[src/rtl/scfg_pkg.sv]
package scfg_pkg;
   localparam int NUM_REGS  = 5;
   localparam int MAX_LEN   = 11;
   localparam int ADDR_W    = 3;
   localparam int IDX_W     = $clog2(MAX_LEN);
   localparam int LEN_W     = IDX_W + 1;
   localparam int RESET_BIT = 4;

   typedef logic [MAX_LEN-1:0] word_t;
   typedef logic [NUM_REGS-1:0][MAX_LEN-1:0] bank_t;

   function automatic logic [LEN_W-1:0] reg_len(input logic [ADDR_W-1:0] a);
      case (a)
         3'd0:    reg_len = LEN_W'(11);
         3'd1:    reg_len = LEN_W'(10);
         3'd2:    reg_len = LEN_W'(8);
         3'd3:    reg_len = LEN_W'(10);
         3'd4:    reg_len = LEN_W'(6);
         default: reg_len = '0;
      endcase
   endfunction

   function automatic word_t reg_default(input logic [ADDR_W-1:0] a);
      case (a)
         3'd1:    reg_default = word_t'(11'h096);
         3'd2:    reg_default = word_t'(11'h080);
         default: reg_default = '0;
      endcase
   endfunction
endpackage

[src/rtl/scfg_sync.sv]
module scfg_sync #(
   parameter int          W      = 3,
   parameter int          STAGES = 2,
   parameter logic [W-1:0] INIT  = '0
) (
   input  logic         clk,
   input  logic         rst_n,
   input  logic [W-1:0] din,
   output logic [W-1:0] q,
   output logic [W-1:0] q_d
);
   generate
      if (STAGES < 2) begin : g_bad
         $error("scfg_sync needs at least two stages");
      end
   endgenerate

   logic [W-1:0] pipe [STAGES+1];

   always_ff @(posedge clk or negedge rst_n) begin
      if (!rst_n) begin
         for (int s = 0; s <= STAGES; s++) pipe[s] <= INIT;
      end else begin
         pipe[0] <= din;
         for (int s = 1; s <= STAGES; s++) pipe[s] <= pipe[s-1];
      end
   end

   assign q   = pipe[STAGES-1];
   assign q_d = pipe[STAGES];
endmodule

[src/rtl/scfg_frame.sv]
module scfg_frame
   import scfg_pkg::*;
(
   input  logic                clk,
   input  logic                rst_n,
   input  logic                sl_lvl,
   input  logic                sl_fall,
   input  logic                sl_rise,
   input  logic                sck_rise,
   input  logic                sck_fall,
   input  logic                sdi,
   input  bank_t               live,
   output bank_t               stage,
   output logic [NUM_REGS-1:0] staged,
   output logic                commit,
   output logic                sdo,
   output logic                sdo_en
);
   logic [2:0]        hcnt;
   logic              hdr_done, rnw, tbit;
   logic [ADDR_W-1:0] addr;
   logic [IDX_W-1:0]  idx, ridx;
   logic [2:0]        fcnt;
   word_t             shreg, shnext;
   logic              writing, last_bit;

   function automatic logic read_bit(input bank_t b, input logic [ADDR_W-1:0] a,
                                     input logic [IDX_W-1:0] i);
      if (a < ADDR_W'(NUM_REGS) && {1'b0, i} < reg_len(a)) read_bit = b[a][i];
      else                                                  read_bit = 1'b0;
   endfunction

   always_comb begin
      shnext      = shreg;
      shnext[idx] = sdi;
   end

   assign writing  = hdr_done && !rnw && (addr < ADDR_W'(NUM_REGS));
   assign last_bit = ({1'b0, idx} + LEN_W'(1)) == reg_len(addr);

   always_ff @(posedge clk or negedge rst_n) begin
      if (!rst_n) begin
         hcnt <= '0; hdr_done <= 1'b0; rnw <= 1'b0; tbit <= 1'b0;
         addr <= '0; idx <= '0; ridx <= '0; fcnt <= '0; shreg <= '0;
         stage <= '0; staged <= '0; commit <= 1'b0; sdo <= 1'b0; sdo_en <= 1'b0;
      end else begin
         commit <= 1'b0;
         if (sl_fall) begin
            hcnt <= '0; hdr_done <= 1'b0; rnw <= 1'b0; tbit <= 1'b0;
            addr <= '0; idx <= '0; fcnt <= '0; shreg <= '0;
            staged <= '0; sdo <= 1'b0; sdo_en <= 1'b0;
         end else if (sl_rise) begin
            commit <= hdr_done && !rnw && !tbit;
            sdo    <= 1'b0;
            sdo_en <= 1'b0;
         end else if (!sl_lvl) begin
            if (sck_rise) begin
               if (!hdr_done) begin
                  case (hcnt)
                     3'd0:    rnw     <= sdi;
                     3'd1:    tbit    <= sdi;
                     3'd2:    addr[0] <= sdi;
                     3'd3:    addr[1] <= sdi;
                     default: addr[2] <= sdi;
                  endcase
                  hcnt <= hcnt + 3'd1;
                  if (hcnt == 3'd4) hdr_done <= 1'b1;
               end else if (writing) begin
                  if (last_bit) begin
                     stage[addr]  <= shnext;
                     staged[addr] <= 1'b1;
                     addr         <= addr + ADDR_W'(1);
                     idx          <= '0;
                     shreg        <= '0;
                  end else begin
                     shreg <= shnext;
                     idx   <= idx + IDX_W'(1);
                  end
               end
            end
            if (sck_fall) begin
               if (fcnt != 3'd5) fcnt <= fcnt + 3'd1;
               if (fcnt == 3'd4 && hdr_done && rnw) begin
                  sdo_en <= 1'b1;
                  sdo    <= read_bit(live, addr, '0);
                  ridx   <= IDX_W'(1);
               end else if (sdo_en) begin
                  sdo <= read_bit(live, addr, ridx);
                  if (ridx != '1) ridx <= ridx + IDX_W'(1);
               end
            end
         end
      end
   end
endmodule

[src/rtl/scfg_regbank.sv]
module scfg_regbank
   import scfg_pkg::*;
#(
   parameter int LOCK_CYCLES = 250000
) (
   input  logic                clk,
   input  logic                rst_n,
   input  logic                commit,
   input  logic [NUM_REGS-1:0] staged,
   input  bank_t               stage,
   output bank_t               live
);
   localparam int CNT_W = $clog2(LOCK_CYCLES + 1);
   localparam logic [CNT_W-1:0] CNT_END = CNT_W'(LOCK_CYCLES);

   generate
      if (LOCK_CYCLES < 1) begin : g_bad
         $error("scfg_regbank needs LOCK_CYCLES of at least one");
      end
   endgenerate

   logic [CNT_W-1:0] lock_cnt;
   logic             locked, apply, wipe;

   always_ff @(posedge clk or negedge rst_n) begin
      if (!rst_n)                 lock_cnt <= '0;
      else if (lock_cnt != CNT_END) lock_cnt <= lock_cnt + CNT_W'(1);
   end

   assign locked = (lock_cnt != CNT_END);
   assign apply  = commit && !locked;
   assign wipe   = staged[0] && stage[0][RESET_BIT];

   word_t live_q [NUM_REGS];

   generate
      for (genvar i = 0; i < NUM_REGS; i++) begin : g_reg
         always_ff @(posedge clk or negedge rst_n) begin
            if (!rst_n)                live_q[i] <= reg_default(ADDR_W'(i));
            else if (apply && wipe)    live_q[i] <= reg_default(ADDR_W'(i));
            else if (apply && staged[i]) live_q[i] <= stage[i];
         end
         assign live[i] = live_q[i];
      end
   endgenerate
endmodule

[src/rtl/serial_cfg_port.sv]
module serial_cfg_port
   import scfg_pkg::*;
#(
   parameter int SYNC_STAGES = 2,
   parameter int LOCK_CYCLES = 250000
) (
   input  logic        clk,
   input  logic        rst_n,
   input  logic        sl,
   input  logic        sck,
   input  logic        sdata_in,
   output logic        sdata_out,
   output logic        sdata_oe,
   output logic [10:0] cfg_oper,
   output logic [9:0]  cfg_gain,
   output logic [7:0]  cfg_clamp,
   output logic [9:0]  cfg_ctrl,
   output logic [5:0]  cfg_fgain
);
   logic [2:0]          bus_q, bus_d;
   logic                sl_lvl, sl_fall, sl_rise, sck_rise, sck_fall, sdi;
   logic                commit;
   logic [NUM_REGS-1:0] staged;
   bank_t               stage, live;

   scfg_sync #(.W(3), .STAGES(SYNC_STAGES), .INIT(3'b001)) sync_i (
      .clk(clk), .rst_n(rst_n), .din({sdata_in, sck, sl}), .q(bus_q), .q_d(bus_d)
   );

   assign sl_lvl   = bus_q[0];
   assign sl_fall  = ~bus_q[0] &  bus_d[0];
   assign sl_rise  =  bus_q[0] & ~bus_d[0];
   assign sck_rise =  bus_q[1] & ~bus_d[1];
   assign sck_fall = ~bus_q[1] &  bus_d[1];
   assign sdi      =  bus_d[2] &  bus_q[2] | bus_d[2] & ~bus_q[2];

   scfg_frame frame_i (
      .clk(clk), .rst_n(rst_n), .sl_lvl(sl_lvl), .sl_fall(sl_fall), .sl_rise(sl_rise),
      .sck_rise(sck_rise), .sck_fall(sck_fall), .sdi(sdi), .live(live),
      .stage(stage), .staged(staged), .commit(commit), .sdo(sdata_out), .sdo_en(sdata_oe)
   );

   scfg_regbank #(.LOCK_CYCLES(LOCK_CYCLES)) bank_i (
      .clk(clk), .rst_n(rst_n), .commit(commit), .staged(staged), .stage(stage), .live(live)
   );

   assign cfg_oper  = live[0][10:0];
   assign cfg_gain  = live[1][9:0];
   assign cfg_clamp = live[2][7:0];
   assign cfg_ctrl  = live[3][9:0];
   assign cfg_fgain = live[4][5:0];
endmodule

[config.mk]
export PLATFORM = sky130hd
export DESIGN_NAME = serial_cfg_port
export DESIGN_NICKNAME = d
export VERILOG_FILES = /design/src/rtl/scfg_pkg.sv /design/src/rtl/scfg_sync.sv /design/src/rtl/scfg_frame.sv /design/src/rtl/scfg_regbank.sv /design/src/rtl/serial_cfg_port.sv
export SDC_FILE = /design/constraint.sdc
export NUM_CORES = 1
export LEC_CHECK = 0
export ABC_CLOCK_PERIOD_IN_PS = 3800
export BUFFER_PORTS_ARGS = -buffer_cell sky130_fd_sc_hd__buf_2
export CAP_MARGIN = 20
export CORE_ASPECT_RATIO = 0.7
export CORE_MARGIN = 1
export CORE_UTILIZATION = 55
export CTS_BUF_LIST = sky130_fd_sc_hd__clkbuf_16
export CTS_CLUSTER_DIAMETER = 50
export DETAILED_ROUTE_END_ITERATION = 7
export GPL_TIMING_DRIVEN = 0
export PLACE_DENSITY = 0.79
export SETUP_SLACK_MARGIN = 0.15
export SLEW_MARGIN = 20
export SYNTH_ARGS = -nofsm -noshare
export SYNTH_HDL_FRONTEND = slang
export SYNTH_SLANG_ARGS = --single-unit
[constraint.sdc]
create_clock -name clk -period 3.8 [get_ports clk]
set_clock_uncertainty 0.1 [all_clocks]
set_input_delay 0.19 -clock clk [delete_from_list [all_inputs] [get_ports clk]]
set_output_delay 0.19 -clock clk [all_outputs]
set_load 0.005 [all_outputs]
==> flow_metrics.tcl, run 1 <==
set metrics [dict create \
    synth_cell_type_count 54 \
    synth-warning-count 0 \
    first_global_vias 6274 \
    powerDensity_nw_per_um2 536 \
    die_h_um 107 \
    synth.top_cells.by_area "sky130_fd_sc_hd__dfrtp_1 (48%), sky130_fd_sc_hd__mux2i_1 (8.9%), sky130_fd_sc_hd__nand2_1 (5.7%), sky130_fd_sc_hd__o21ai_0 (5.2%), sky130_fd_sc_hd__buf_4 (4.1%)" \
    detail_route.iter0.violations 587 \
    rr_endpoint "frame_i.stage[11]" \
    flip_flop_cell_with_the_highest_count_after_synthesis "sky130_fd_sc_hd__dfrtp_1" \
    slew_violations 0 \
    cts_tree "built" \
    final_cell_mix "sky130_fd_sc_hd__dfrtp_1 (168), sky130_fd_sc_hd__nand2_1 (132), sky130_fd_sc_hd__o21ai_0 (91), sky130_fd_sc_hd__mux2i_1 (77), sky130_fd_sc_hd__nor2_1 (76)" \
    layout.cell_area.non_filler_um2 9910 \
    grt_antenna_before_repair 0 \
    finalWirelength_mm 21.8 \
    p_seq_share_pct 39.7 \
    synth.ff_latch_count 176 \
    reg2reg_setup_slack_ns 0.46 \
    cts.clk_slew.worst_paths_ns 0.08 \
    timing_hold_violations_final 0 \
    grtUsageMet2_pct 40.5 \
    cp_top_family "simple AND/OR/NAND/NOR gates" \
    die-area_um2 16300 \
    ioPinCount 52 \
    worst-path-buf-inv 3 \
    crit_chain "inv_1 > clkbuf_2 > ha_1 > nand2_1 > or3_4 > a2111oi_4 > nand4_1 > buf_2 > nand2_1 > o21ai_0" \
    fin_crit_sh_pct 87.9 \
    finalCriticalPeriod_ns 3.34 \
    synth_area_per_cell_um2 9.80 \
    gr-max-usage-layer "met1" \
    async_flop_share_pct 100 \
    worst_setup_path_start_kind "flip-flop" \
    internal_power_mw 3.45 \
    r2r-start "frame_i.addr[1]" \
    p_comb_share_pct 24.6 \
    power_leakage_nw 5.03 \
    floorplan.initialDensity_pct 56.3 \
    clockBufferDepth 2 \
    synth_area_leader_cell "sky130_fd_sc_hd__dfrtp_1" \
    yosysSeqAreaShare_pct 50.8 \
    final_nets 990 \
    layout.cells.most_common "sky130_fd_sc_hd__dfrtp_1" \
    power.clock.fraction_pct 35.7 \
    wire_per_inst_um 18.5 \
    number_of_cts_inserted_buffers 17 \
    failed_checks "design-rule violations" \
    grt_max_degree 91 \
    critPathSlowestCell "sky130_fd_sc_hd__a2111oi_4" \
    synth.cell_area_um2 8690 \
    grtUsageMet1_pct 42.7 \
    floorplan.rows 38 \
    end_kind "flip-flop" \
    drt_pre_antenna_iters 7 \
    grt_overflow 0 \
    critical_path_required_ns 3.97 \
    netSwitchingFraction_pct 35.2 \
    cp_max_fo 10 \
    worstSetupPathType "flip-flop to flip-flop" \
    place_worst_setup_slack_ns 0.405 \
    synth_cells 887 \
    placement.cell_area_um2 9240 \
    dp_hpwl_mm 15.1 \
    antenna_cells 0 \
    flow.area_growth_from_synthesis_pct 14.1 \
    count_of_input_and_output_buffers 51 \
    number_of_synthesized_flops_with_an_enable_pin 0 \
    final_layout_size_suffix_gt1_share_pct 16.3 \
    hold_path.class "input pin to async pin" \
    maxcap_viol_count 0 \
    unrepaired_setup_endpoints_after_global_routing "no" \
    run_status "finished with violations" \
    cts.sinks 176 \
    global_route_wire_length_before_repair_mm 35.0 \
    crit_path_arrival_time_ns 3.51 \
    post-layout-total-power_mw 5.32 \
    finalWorstSetupSlack_ns 0.461 \
    tightest_slew_ns 1.09 \
    biggest_cell_delay_along_the_critical_path_ns 0.59 \
    synth_top_area_share_pct 48.4 \
    htreeDepth 4 \
    synth_fp_nets 915 \
    core_area_um2 15500 \
    power.net_switching_mw 1.87 \
    via_count 6735 \
    ant_nets 0 \
    place_congestion 0.937 \
    grt_use_met3_pct 5.78 \
    power.ir.vdd_worst_v 0.000322 \
    total_global_routing_track_utilization_pct 28.4 \
    summed_negative_setup_slack_over_all_endpoints_ns 0 \
    post_cts.repair.setup_buffers 0 \
    dieWidth_um 152 \
    worst_path_most_repeated_cell "sky130_fd_sc_hd__nand2_1" \
    setup-violations-final 0 \
    drc_errors 6 \
    fmax_ghz 0.299 \
    vias_per_cell 5.73 \
    insertion_delay_ns 0.45 \
    clk_tree_root_cell "sky130_fd_sc_hd__clkbuf_16" \
    timing.slew.headroom_pct 25.3 \
    worst-r2r-cell-count 10 \
]
==> per-stage QoR <==
stage	hold slack (ns)	cells	utilization, %
4_1_cts	0.250	1175	64.2
2_1_floorplan	-0.206	887	-
3_5_place_dp	0.129	1139	59.8
6_report	0.219	1175	64.2
5_1_grt	0.260	1175	64.2
3_3_place_gp	0.198	1138	59.5
==> area by class of cell <==
class                           instances  area (um^2)
Inverter                               25         93.8
Clock inverter                         15          213
Sequential cell                       176         4410
Multi-Input combinational cell        595         3650
Buffer                                 91          533
Timing Repair Buffer                   56          333
Clock buffer                           17          425
Tap cell                              200          250
Fill cell                            1297         5540
==> state kept, by name, indices dropped and copies added, names as in the netlist <==
register	count
frame_i.stage	55
frame_i.staged	5
frame_i.hcnt	3
frame_i.rnw	1
frame_i.addr	3
frame_i.commit	1
bank_i.live	55
frame_i.tbit	1
sync_i.q	3
sync_i.pipe	3
frame_i.sdo	1
bank_i.lock_cnt	18
frame_i.shreg	11
frame_i.ridx	4
frame_i.hdr_done	1
frame_i.fcnt	3
sync_i.q_d	3
frame_i.sdo_en	1
frame_i.idx	4
==> worst reg2reg max path, delay by kind of cell (launching register included) <==
kind	cells	cell delay (ns)
flops	1	0.52
compound gates	2	0.69
buf+inv	3	0.68
fa+ha+maj	1	0.27
simple gates	4	0.93
==> power by group through the flow <==
stage / Sequential (mW) / Combinational, mW / Clock [mW]
global placement: 2.14 / 1.24 / 0
CTS: 2.11 / 1.29 / 1.91
global route: 2.12 / 1.44 / 1.99
detailed placement: 2.14 / 1.27 / 0
floorplan: 2.10 / 0.895 / 0
finish: 2.11 / 1.31 / 1.90
==> synth_stat cells, types with 7 or more instances <==
cell type and number:
sky130_fd_sc_hd__dfstp_2 8, sky130_fd_sc_hd__o31ai_1 11, sky130_fd_sc_hd__xnor2_1 14, sky130_fd_sc_hd__nand3_1 22, sky130_fd_sc_hd__mux2i_1 77, sky130_fd_sc_hd__nand2_1 132, sky130_fd_sc_hd__nand2b_1 11, sky130_fd_sc_hd__a21oi_1 20
sky130_fd_sc_hd__clkbuf_1 29, sky130_fd_sc_hd__buf_4 47, sky130_fd_sc_hd__ha_1 23, sky130_fd_sc_hd__o21ai_0 91, sky130_fd_sc_hd__a31oi_1 10, sky130_fd_sc_hd__nand4_1 7, sky130_fd_sc_hd__nor3_1 13, sky130_fd_sc_hd__inv_1 25
sky130_fd_sc_hd__dfrtp_1 168, sky130_fd_sc_hd__buf_2 11, sky130_fd_sc_hd__nor2_1 76, sky130_fd_sc_hd__nor2b_1 9
==> worst max-delay path by stage <==
stage	startpoint	endpoint	slack [ns]	cells past startpoint
2_1_floorplan	frame_i.addr[1]	frame_i.addr[0]	1.12	9
3_3_place_gp	rst_n	bank_i.live[14]	-0.35	1
3_5_place_dp	frame_i.addr[1]	frame_i.stage[18]	0.41	10
4_1_cts	frame_i.addr[1]	frame_i.stage[11]	0.35	10
5_1_grt	frame_i.addr[1]	frame_i.stage[43]	0.33	10
6_report	frame_i.addr[1]	frame_i.stage[11]	0.46	10
==> cells by family after synthesis <==
logic type                 after synthesis  share of synthesized area (%)
AOI/OAI and AO/OA                      173                           12.0
xor gates and xnor gates                20                           2.02
adders and majority gates               23                           3.31
buffers and inverters                  116                           7.20
DFF                                    176                           50.8
muxes                                   80                           9.26
and+or+nand+nor                        299                           15.4
==> per-layer routing <==
metal	wire, um	vias up
met5	0	-
met4	424	0
met3	1680	38
met2	9240	259
met1	10400	3272
li1	-	3166
==> what timing repair did <==
action | CTS | global route
hold endpoints to repair | 86 | 0
setup endpoints to repair | 0 | 6
resized for setup | 0 | 2
hold buffers | 4 | 0
Power figures use the tool's default switching activity.
==> inputs of run 2 (changes only) <==
- CORE_UTILIZATION: 55 -> 24
- PLACE_DENSITY: 0.79 -> 0.44
==> flow_metrics.tcl, run 2 (synthesized netlist as in run 1, its figures left out) <==
set metrics [dict create \
    run_status "complete, no violations" \
    insertion_delay_ns 0.45 \
    filler_cell_count 3733 \
    place_congestion 0.909 \
    cts.clk_slew.worst_paths_ns 0.07 \
    fmax_ghz 0.300 \
    place_worst_setup_slack_ns 0.303 \
    setup-violations-final 0 \
    floorplan.initialDensity_pct 24.7 \
    r2r-start "frame_i.addr[1]" \
    post-layout-total-power_mw 5.30 \
    worst_setup_path_start_kind "flip-flop" \
    timing.slew.headroom_pct 27.7 \
    final_cell_mix "sky130_fd_sc_hd__dfrtp_1 (168), sky130_fd_sc_hd__nand2_1 (132), sky130_fd_sc_hd__o21ai_0 (91), sky130_fd_sc_hd__nor2_1 (76), sky130_fd_sc_hd__mux2i_1 (73)" \
    power_leakage_nw 5.00 \
    hold_path.class "input pin to async pin" \
    critical_path_required_ns 3.99 \
    power.ir.vdd_worst_v 0.000328 \
    final_nets 992 \
    finalCriticalPeriod_ns 3.33 \
    summed_negative_setup_slack_over_all_endpoints_ns 0 \
    cp_max_fo 10 \
    htreeDepth 4 \
    cts_tree "built" \
    layout.cells.most_common "sky130_fd_sc_hd__dfrtp_1" \
    powerDensity_nw_per_um2 516 \
    vias_per_cell 4.55 \
    cts.sinks 176 \
    placement.cell_area_um2 9620 \
    global_route_wire_length_before_repair_mm 40.8 \
    stdcell_count 1450 \
    maxcap_viol_count 0 \
    floorplan.rows 57 \
    core_area_um2 35200 \
    die_h_um 161 \
    worst-r2r-cell-count 10 \
    wire_per_inst_um 17.7 \
    crit_path_arrival_time_ns 3.52 \
    clk_tree_root_cell "sky130_fd_sc_hd__clkbuf_16" \
    number_of_cts_inserted_buffers 17 \
    drt_pre_antenna_iters 8 \
    unrepaired_setup_endpoints_after_global_routing "no" \
    dp_hpwl_mm 18.6 \
    timing_hold_violations_final 0 \
    dieWidth_um 229 \
    finalWirelength_mm 25.6 \
    die-area_um2 37000 \
    detail_route.iter0.violations 552 \
    final_layout_size_suffix_gt1_share_pct 16.5 \
    worstSetupStartpoint "frame_i.addr[1]" \
    end_kind "flip-flop" \
    ant_nets 0 \
    finalWorstSetupSlack_ns 0.468 \
    flow.area_growth_from_synthesis_pct 18.1 \
    grt_antenna_before_repair 1 \
    drc_errors 0 \
    fin_crit_sh_pct 87.7 \
    worstSetupPathType "flip-flop to flip-flop" \
    clockBufferDepth 2 \
    layout.cell_area.non_filler_um2 10300 \
    ioPinCount 52 \
    first_global_vias 6469 \
    via_count 6591 \
    tightest_slew_ns 1.05 \
    grt_overflow 0 \
    placedCellCount 1412 \
    total_global_routing_track_utilization_pct 14.7 \
    fin_worst_hold_slack_ns 0.154 \
    grt_max_degree 71 \
    finish.utilization_pct 29.2 \
    slew_violations 0 \
    count_of_input_and_output_buffers 51 \
]
[run 2: per-layer routing]
| layer | global-route usage, % | vias up | share of wire [%] |
|---|---|---|---|
| li1 | - | 3168 | - |
| met1 | 22.9 | 3274 | 54 |
| met2 | 19.7 | 135 | 40 |
| met3 | 4.03 | 14 | 4.7 |
| met4 | 2.94 | 0 | 0.89 |
| met5 | 0 | - | 0 |
[run 2: final timing paths]
path                                     endpoint  slack [ns]
worst max-delay path            frame_i.stage[17]        0.47
worst min-delay path               sync_i.pipe[7]        0.15
worst max register to register  frame_i.stage[17]        0.47
worst min register to register      sync_i.q_d[2]        0.25
max in group asynchronous         bank_i.live[13]        2.70
min in group clk                    sync_i.q_d[2]        0.25
[run 2: power breakdown]
part | internal, mW | switching [mW] | total, mW
Combinational | 0.464 | 0.901 | 1.36
Clock | 1.03 | 0.794 | 1.82
Sequential | 1.98 | 0.129 | 2.11
[run 2: timing repair]
item / CTS / global route
gates resized for setup: 0 / 2
hold buffers: 4 / 0
endpoints found under the hold margin: 106 / 0
endpoints found under the setup margin: 0 / 39
buffers inserted: 0 / 0
[run 2: cell type report]
| type | count | area, um^2 | area share [%] |
|---|---|---|---|
| flip-flops and latches | 176 | 4410 | 43.0 |
| multi-input cells | 595 | 3670 | 35.7 |
| well taps | 472 | 591 | 5.75 |
| plain buffers | 91 | 533 | 5.19 |
| clock buffers | 17 | 425 | 4.15 |
| repair buffers | 58 | 368 | 3.58 |
| clock inverters | 15 | 168 | 1.63 |
| inverters | 25 | 93.8 | 0.914 |
| diodes | 1 | 2.50 | 0.0244 |
[run 2: critical path: stages, from the launching register on]
cell	delay [ns]
sky130_fd_sc_hd__dfrtp_1	0.50
sky130_fd_sc_hd__inv_1	0.11
sky130_fd_sc_hd__clkbuf_2	0.25
sky130_fd_sc_hd__ha_1	0.25
sky130_fd_sc_hd__nand2_1	0.12
sky130_fd_sc_hd__or3_4	0.40
sky130_fd_sc_hd__a2111oi_4	0.61
sky130_fd_sc_hd__nand4_1	0.36
sky130_fd_sc_hd__buf_2	0.31
sky130_fd_sc_hd__nand2_1	0.08
sky130_fd_sc_hd__o21ai_0	0.08
